==> src/rtl/adc_seq_pkg.sv <==
package adc_seq_pkg;
    typedef enum logic [1:0] {
        ST_IDLE = 2'd0,
        ST_CONV = 2'd1,
        ST_TAIL = 2'd2
    } seq_state_e;
endpackage

==> src/rtl/cclk_edge_det.sv <==
module cclk_edge_det #(
    parameter int SYNC_STAGES = 2
) (
    input  logic clk,
    input  logic rst_n,
    input  logic async_in,
    output logic fall_o
);
    typedef struct packed {
        logic [SYNC_STAGES-1:0] sync;
        logic                   prev;
    } det_t;

    det_t st_d, st_q;

    always_comb begin
        st_d      = st_q;
        st_d.sync = {st_q.sync[SYNC_STAGES-2:0], async_in};
        st_d.prev = st_q.sync[SYNC_STAGES-1];
    end

    always_ff @(posedge clk or negedge rst_n) begin
        if (!rst_n) st_q <= '1;
        else        st_q <= st_d;
    end

    assign fall_o = st_q.prev & ~st_q.sync[SYNC_STAGES-1];
endmodule

==> src/rtl/seq_fsm.sv <==
module seq_fsm
    import adc_seq_pkg::*;
#(
    parameter int NUM_CH       = 4,
    parameter int FRAME_EDGES  = 16,
    parameter int GUARD_CYCLES = 10,
    localparam int CH_W        = (NUM_CH > 1) ? $clog2(NUM_CH) : 1
) (
    input  logic              clk,
    input  logic              rst_n,
    input  logic              conv_start,
    input  logic              fall_evt,
    input  logic [NUM_CH-1:0] ch_mask,
    output logic              busy,
    output logic              eoc_n,
    output logic              guard_viol,
    output logic              wr_en,
    output logic [CH_W-1:0]   wr_idx,
    output logic [CH_W-1:0]   ch_idx,
    output logic              ptr_rst
);
    localparam int EDGE_W  = $clog2(FRAME_EDGES + 1);
    localparam int GUARD_W = $clog2(GUARD_CYCLES + 1);
    localparam logic [EDGE_W-1:0]  FD_EDGE   = EDGE_W'(FRAME_EDGES - 2);
    localparam logic [EDGE_W-1:0]  EOC_EDGE  = EDGE_W'(FRAME_EDGES - 1);
    localparam logic [EDGE_W-1:0]  LAST_EDGE = EDGE_W'(FRAME_EDGES);
    localparam logic [GUARD_W-1:0] GUARD_LD  = GUARD_W'(GUARD_CYCLES);

    typedef struct packed {
        seq_state_e         state;
        logic               start_prev;
        logic [NUM_CH-1:0]  mask;
        logic [CH_W-1:0]    ch;
        logic [CH_W-1:0]    slot;
        logic [EDGE_W-1:0]  edges;
        logic               first;
        logic [GUARD_W-1:0] guard;
        logic               busy;
        logic               eoc_n;
        logic               viol;
    } fsm_t;

    fsm_t st_d, st_q;

    logic              start_rise;
    logic [EDGE_W-1:0] edge_num;
    logic [CH_W:0]     pick_first;
    logic [CH_W:0]     pick_next;

    function automatic logic [CH_W:0] find_ch(input logic [NUM_CH-1:0] m, input int from);
        logic [CH_W:0] r;
        r = '0;
        for (int i = NUM_CH - 1; i >= 0; i--) begin
            if (i >= from && m[i]) r = {1'b1, CH_W'(i)};
        end
        return r;
    endfunction

    always_comb begin
        st_d       = st_q;
        wr_en      = 1'b0;
        ptr_rst    = 1'b0;
        start_rise = conv_start & ~st_q.start_prev;
        edge_num   = st_q.edges + 1'b1;
        pick_first = find_ch(ch_mask, 0);
        pick_next  = find_ch(st_q.mask, int'(st_q.ch) + 1);
        st_d.start_prev = conv_start;
        if (st_q.guard != '0) st_d.guard = st_q.guard - 1'b1;

        unique case (st_q.state)
            ST_IDLE: begin
                if (start_rise && (|ch_mask)) begin
                    st_d.state = ST_CONV;
                    st_d.busy  = 1'b1;
                    st_d.mask  = ch_mask;
                    st_d.ch    = pick_first[CH_W-1:0];
                    st_d.slot  = '0;
                    st_d.edges = '0;
                    st_d.first = 1'b1;
                    st_d.guard = GUARD_LD;
                    st_d.viol  = 1'b0;
                end
            end
            ST_CONV: begin
                if (fall_evt) begin
                    if (st_q.guard != '0) st_d.viol = 1'b1;
                    st_d.edges = edge_num;
                    if (edge_num == FD_EDGE && st_q.first) ptr_rst = 1'b1;
                    if (edge_num == EOC_EDGE) begin
                        st_d.eoc_n = 1'b0;
                        wr_en      = 1'b1;
                        st_d.slot  = st_q.slot + 1'b1;
                        if (!pick_next[CH_W]) begin
                            st_d.busy  = 1'b0;
                            st_d.state = ST_TAIL;
                        end
                    end
                    if (edge_num == LAST_EDGE) begin
                        st_d.eoc_n = 1'b1;
                        st_d.edges = '0;
                        st_d.first = 1'b0;
                        st_d.ch    = pick_next[CH_W-1:0];
                    end
                end
            end
            ST_TAIL: begin
                if (fall_evt) begin
                    st_d.eoc_n = 1'b1;
                    st_d.edges = '0;
                    st_d.first = 1'b0;
                    st_d.state = ST_IDLE;
                end
            end
            default: st_d.state = ST_IDLE;
        endcase
    end

    always_ff @(posedge clk or negedge rst_n) begin
        if (!rst_n) begin
            st_q            <= '0;
            st_q.state      <= ST_IDLE;
            st_q.eoc_n      <= 1'b1;
            st_q.start_prev <= 1'b1;
        end else begin
            st_q <= st_d;
        end
    end

    assign busy       = st_q.busy;
    assign eoc_n      = st_q.eoc_n;
    assign guard_viol = st_q.viol;
    assign wr_idx     = st_q.slot;
    assign ch_idx     = st_q.ch;


    busy_rise_chk: assert property (@(posedge clk) disable iff (!rst_n)
        $rose(st_q.busy) |-> $past(start_rise));

    busy_fall_chk: assert property (@(posedge clk) disable iff (!rst_n)
        $fell(st_q.busy) |-> $fell(st_q.eoc_n));

    eoc_fall_chk: assert property (@(posedge clk) disable iff (!rst_n)
        $fell(st_q.eoc_n) |-> $past(fall_evt));

    viol_rise_chk: assert property (@(posedge clk) disable iff (!rst_n)
        $rose(st_q.viol) |-> $past(fall_evt && st_q.guard != '0));

    edge_bound_chk: assert property (@(posedge clk) disable iff (!rst_n)
        st_q.edges <= LAST_EDGE);
endmodule

==> src/rtl/result_bank.sv <==
module result_bank #(
    parameter int NUM_CH = 4,
    parameter int DATA_W = 14,
    localparam int CH_W  = (NUM_CH > 1) ? $clog2(NUM_CH) : 1
) (
    input  logic              clk,
    input  logic              rst_n,
    input  logic              wr_en,
    input  logic [CH_W-1:0]   wr_idx,
    input  logic [DATA_W-1:0] wr_data,
    input  logic              ptr_rst,
    input  logic              rd_en,
    output logic [DATA_W-1:0] rd_data,
    output logic              first_data
);
    localparam logic [CH_W-1:0] PTR_MAX = CH_W'(NUM_CH - 1);

    typedef struct packed {
        logic [NUM_CH-1:0][DATA_W-1:0] regs;
        logic [CH_W-1:0]               ptr;
        logic [DATA_W-1:0]             rd_data;
        logic                          first;
    } bank_t;

    bank_t st_d, st_q;

    always_comb begin
        st_d = st_q;
        if (wr_en) st_d.regs[wr_idx] = wr_data;
        if (rd_en) begin
            st_d.rd_data = st_q.regs[st_q.ptr];
            st_d.ptr     = (st_q.ptr == PTR_MAX) ? '0 : st_q.ptr + 1'b1;
            st_d.first   = 1'b0;
        end
        if (ptr_rst) begin
            st_d.ptr   = '0;
            st_d.first = 1'b1;
        end
    end

    always_ff @(posedge clk or negedge rst_n) begin
        if (!rst_n) st_q <= '0;
        else        st_q <= st_d;
    end

    assign rd_data    = st_q.rd_data;
    assign first_data = st_q.first;


    first_ptr_chk: assert property (@(posedge clk) disable iff (!rst_n)
        st_q.first |-> st_q.ptr == '0);

    ptr_rst_chk: assert property (@(posedge clk) disable iff (!rst_n)
        ptr_rst |=> (st_q.first && st_q.ptr == '0));
endmodule

==> src/rtl/adc_seq_ctrl.sv <==
module adc_seq_ctrl #(
    parameter int NUM_CH       = 4,
    parameter int DATA_W       = 14,
    parameter int FRAME_EDGES  = 16,
    parameter int GUARD_CYCLES = 10,
    parameter int SYNC_STAGES  = 2
) (
    input  logic                     clk,
    input  logic                     rst_n,
    input  logic                     conv_start,
    input  logic                     conv_clk,
    input  logic [NUM_CH-1:0]        ch_mask,
    input  logic [NUM_CH*DATA_W-1:0] ch_sample,
    input  logic                     rd_strobe,
    output logic                     busy,
    output logic                     eoc_n,
    output logic                     first_data,
    output logic [DATA_W-1:0]        rd_data,
    output logic                     guard_viol
);
    localparam int CH_W = (NUM_CH > 1) ? $clog2(NUM_CH) : 1;

    logic              fall_evt;
    logic              wr_en;
    logic              ptr_rst;
    logic [CH_W-1:0]   wr_idx;
    logic [CH_W-1:0]   ch_idx;
    logic [DATA_W-1:0] wr_data;

    cclk_edge_det #(.SYNC_STAGES(SYNC_STAGES)) u_det (
        .clk      (clk),
        .rst_n    (rst_n),
        .async_in (conv_clk),
        .fall_o   (fall_evt)
    );

    seq_fsm #(
        .NUM_CH       (NUM_CH),
        .FRAME_EDGES  (FRAME_EDGES),
        .GUARD_CYCLES (GUARD_CYCLES)
    ) u_fsm (
        .clk        (clk),
        .rst_n      (rst_n),
        .conv_start (conv_start),
        .fall_evt   (fall_evt),
        .ch_mask    (ch_mask),
        .busy       (busy),
        .eoc_n      (eoc_n),
        .guard_viol (guard_viol),
        .wr_en      (wr_en),
        .wr_idx     (wr_idx),
        .ch_idx     (ch_idx),
        .ptr_rst    (ptr_rst)
    );

    assign wr_data = ch_sample[int'(ch_idx)*DATA_W +: DATA_W];

    result_bank #(
        .NUM_CH (NUM_CH),
        .DATA_W (DATA_W)
    ) u_bank (
        .clk        (clk),
        .rst_n      (rst_n),
        .wr_en      (wr_en),
        .wr_idx     (wr_idx),
        .wr_data    (wr_data),
        .ptr_rst    (ptr_rst),
        .rd_en      (rd_strobe),
        .rd_data    (rd_data),
        .first_data (first_data)
    );
endmodule

==> config.mk <==
export PLATFORM = sky130hd
export DESIGN_NAME = adc_seq_ctrl
export DESIGN_NICKNAME = d
export VERILOG_FILES = /design/src/rtl/adc_seq_pkg.sv /design/src/rtl/cclk_edge_det.sv /design/src/rtl/seq_fsm.sv /design/src/rtl/result_bank.sv /design/src/rtl/adc_seq_ctrl.sv
export SDC_FILE = /design/constraint.sdc
export NUM_CORES = 1
export LEC_CHECK = 0
export BUFFER_PORTS_ARGS = -buffer_cell sky130_fd_sc_hd__buf_2
export CAP_MARGIN = 15
export CORE_MARGIN = 3
export CORE_UTILIZATION = 52
export CTS_CLUSTER_SIZE = 20
export DETAILED_ROUTE_END_ITERATION = 7
export GPL_TIMING_DRIVEN = 0
export PLACE_DENSITY_LB_ADDON = 0.12
export SYNTH_ARGS = -nofsm -noshare
export SYNTH_HDL_FRONTEND = slang
export SYNTH_SLANG_ARGS = --single-unit
==> constraint.sdc <==
create_clock -name clk -period 2.1 [get_ports clk]
set_input_delay 0.315 -clock clk [delete_from_list [all_inputs] [get_ports clk]]
set_output_delay 0.315 -clock clk [all_outputs]
set_load 0.02 [all_outputs]
==> results.md <==
- Achievable frequency: just under 500 MHz
- Area share of the largest cell type after synthesis: ~44%
- Std-Cell Rows: 36
- CP max stage cell: dfrtp_2
- TNS Setup: 0 ps
- Endpoints failing setup: 0
- Die Ht: 107 um
- Clock Latency Late Sink: about 360 ps
- Post-layout net count: 571
- Drt wl/cell: 17.9 um
- Largest cells by area after synthesis: dfrtp_1 44%, mux4_2 12%, mux2_4 11%
- # DRC: 0
- Final period util: a little over nine tenths
- Post-layout min period: slightly above 2000 ps
- Final cell count without fillers: 631
- MaxCap Viol Count: 0
- CTS clk-pin slew, worst paths: approximately 100 ps
- Largest net degree at the start of global routing: 65
- Vias in the first global route: ~3,400
- Worst Setup Path Type: reg -> reg
- Die Footprint: between 10,000 and 15,000 um2
- Syn Std Cell Area: 5290 um2
- Number of CTS-inserted buffers: 9
- Max clock buf depth: 2
- Distinct cell type count after synthesis: around 50
- HPWL Detailed: between 7 and 8 mm
- Critical-path cell list: inv_2 > ha_4 > nand3b_1 > or2_4 > a21oi_4 > buf_12 > nand2_8 > clkbuf_16 > mux2_4
- Largest stage delay on the critical path: 470 ps
- Slew Viols, Final: 0
- Final GP Congestion: between 0.8 and 0.9
- Post-synth top cells: 94 x dfrtp_1, 40 x mux2_4, 36 x mux2_2
- Syn Area/Cell: between 10 and 15 um2
- Count leader, synth: dfrtp_1
- Final hold viol count: 0
- Ys Warns: 0
- Fraction of registers with async set/reset: 100%
- Gr ovfl total: 0
- Tightest hold margin: ~54 ps
- Core Util, Final: roughly 66%
- Top delay family on crit path: flip-flops
- Syn nets: approximately 460
- Post-detailed-route count of antenna-violating nets: 0
- CTS tree: done
- Core area: slightly below 10,000 um2
- Die Width: 107 um
- DP Cell Count: 596
- Critical Path AT: roughly 2300 ps
- CTS root buf: clkbuf_8
- Starting density of the core: between 50% and 60%
- Most used DFF post-synth: dfrtp_1
- Critical path fanouts, max: 6
- RSZ-0062 raised after global routing: yes
- WP data required: approximately 2400 ps
- Leakage Power: around 3 nW
- First-pass GRT wire length: about 18 mm
- Gate Count Post-Synth: roughly 380
- Area leader, netlist: dfrtp_1
- CTS Sinks: around 100
- Ports: 83
- Worst Tran Pin Value: approximately 700 ps
- CP endpoint kind: flip-flop
- Critical path startpoint category: flip-flop
- Share of cells above drive strength 1: between 50% and 60%
- Via Count: 3,436
- Drt pass-1 iters: 4
- Status: finished clean
- Final Power: between 6 and 7 mW
- Number of synthesized flops with an enable pin: 0
- Hold Crit Class: in -> reg
- Routed WL: roughly 11 mm
- Worst vdd ir: about 0.00054 V
- H-tree depth: 3
- Max-slew headroom: approximately 53%
- Number of synthesized register bits: a little under 100
- CP bufs+invs: 3
- Sequential fraction of the synthesis area: 46.9%
- Routed vias/inst: around 5.4
- Pwr Density: 1040 nW/um2
- GRT Total Usage: between 20 and 25%
- Port Buffers: between 80 and 90
- Layout area overhead: 22.0%
- Starting DRC count in detailed routing: approximately 120
- Antenna diodes: 0
- Final Skew: ~20 ps
- Initial antenna violation count: 0
[worst paths after layout]
kind / start / cells after the start / slack (ps) / endpoint
worst max-delay path: u_fsm.st_q[8] / 9 / 40 / u_bank.st_q[71]
worst min-delay path: conv_clk / 1 / 50 / u_det.st_d[2]
worst max register to register: u_fsm.st_q[8] / 9 / 40 / u_bank.st_q[71]
worst min register to register: u_det.st_d[2] / 0 / 360 / u_det.st_d[0]
max in group asynchronous: rst_n / 3 / 900 / u_det.st_d[0]
min in group asynchronous: rst_n / 2 / 450 / u_bank.st_q[24]
[final cells by class]
class / count / area [um2]
repair buffers: 102 / 671
clock buffers: 12 / 165
plain buffers: 31 / 248
fillers: 771 / 3360
multi-input cells: 236 / 2610
flip-flops and latches: 99 / 2490
clock inverters: 4 / 55.1
well taps: 133 / 166
inverters: 14 / 52.6
[cell usage in the layout (no fill, tap or decap), types with 13 or more instances in the layout]
cell     instances
buf_2           86
mux2_2          36
mux2_4          40
dfrtp_1         92
mux4_2          28
nor2_1          13
buf_4           30
nand2_1         15
inv_1           13
[per-layer routing]
layer	up-vias	global-route usage (%)	routed length, um
met5	-	0	0
met4	0	5.94	150
met3	12	3.01	362
met2	69	32.3	5660
met1	1744	28.6	5150
li1	1611	-	-
[metrics by stage]
step	worst slack, ps	cell area, um2
6_report	41.2	6460
5_1_grt	-13.8	6460
4_1_cts	6.30	6190
3_5_place_dp	-269	5900
3_3_place_gp	-307	5870
2_1_floorplan	34.8	5290
[report_power, final]
group          leakage (nW)  internal [mW]  switching (mW)
Clock                 0.109          0.656           0.675
Sequential             1.17           2.31           0.280
Combinational          1.73           1.44            1.38
Total                  3.01           4.40            2.33
[kinds of logic after synthesis]
family          after synthesis  synth area share, %
mux                         109                 31.9
flops                        99                 46.9
simple gates                 64                 6.64
compound gates               49                 6.36
buf+inv                      46                 4.99
fa+ha+maj                    13                 3.07
xor+xnor                      1                0.165
[state kept, by name, indices dropped and copies added (netlist names)]
name / cells
u_fsm.eoc_n: 1
u_det.st_q: 1
u_fsm.st_q: 16
u_fsm.busy: 1
u_bank.rd_data: 14
u_fsm.wr_idx: 2
u_fsm.ch_idx: 2
u_bank.first_data: 1
u_det.st_d: 2
u_bank.st_q: 58
u_fsm.guard_viol: 1
[what timing repair did]
item                       4_1_cts  5_1_grt
hold endpoints to repair        35        0
hold buffers                     1        0
gates resized for setup          6       18
setup endpoints to repair       63       51
pin swaps                        1        3
setup buffers                    4       11
cloned                           0        4
(Power assumes the default switching activity.)
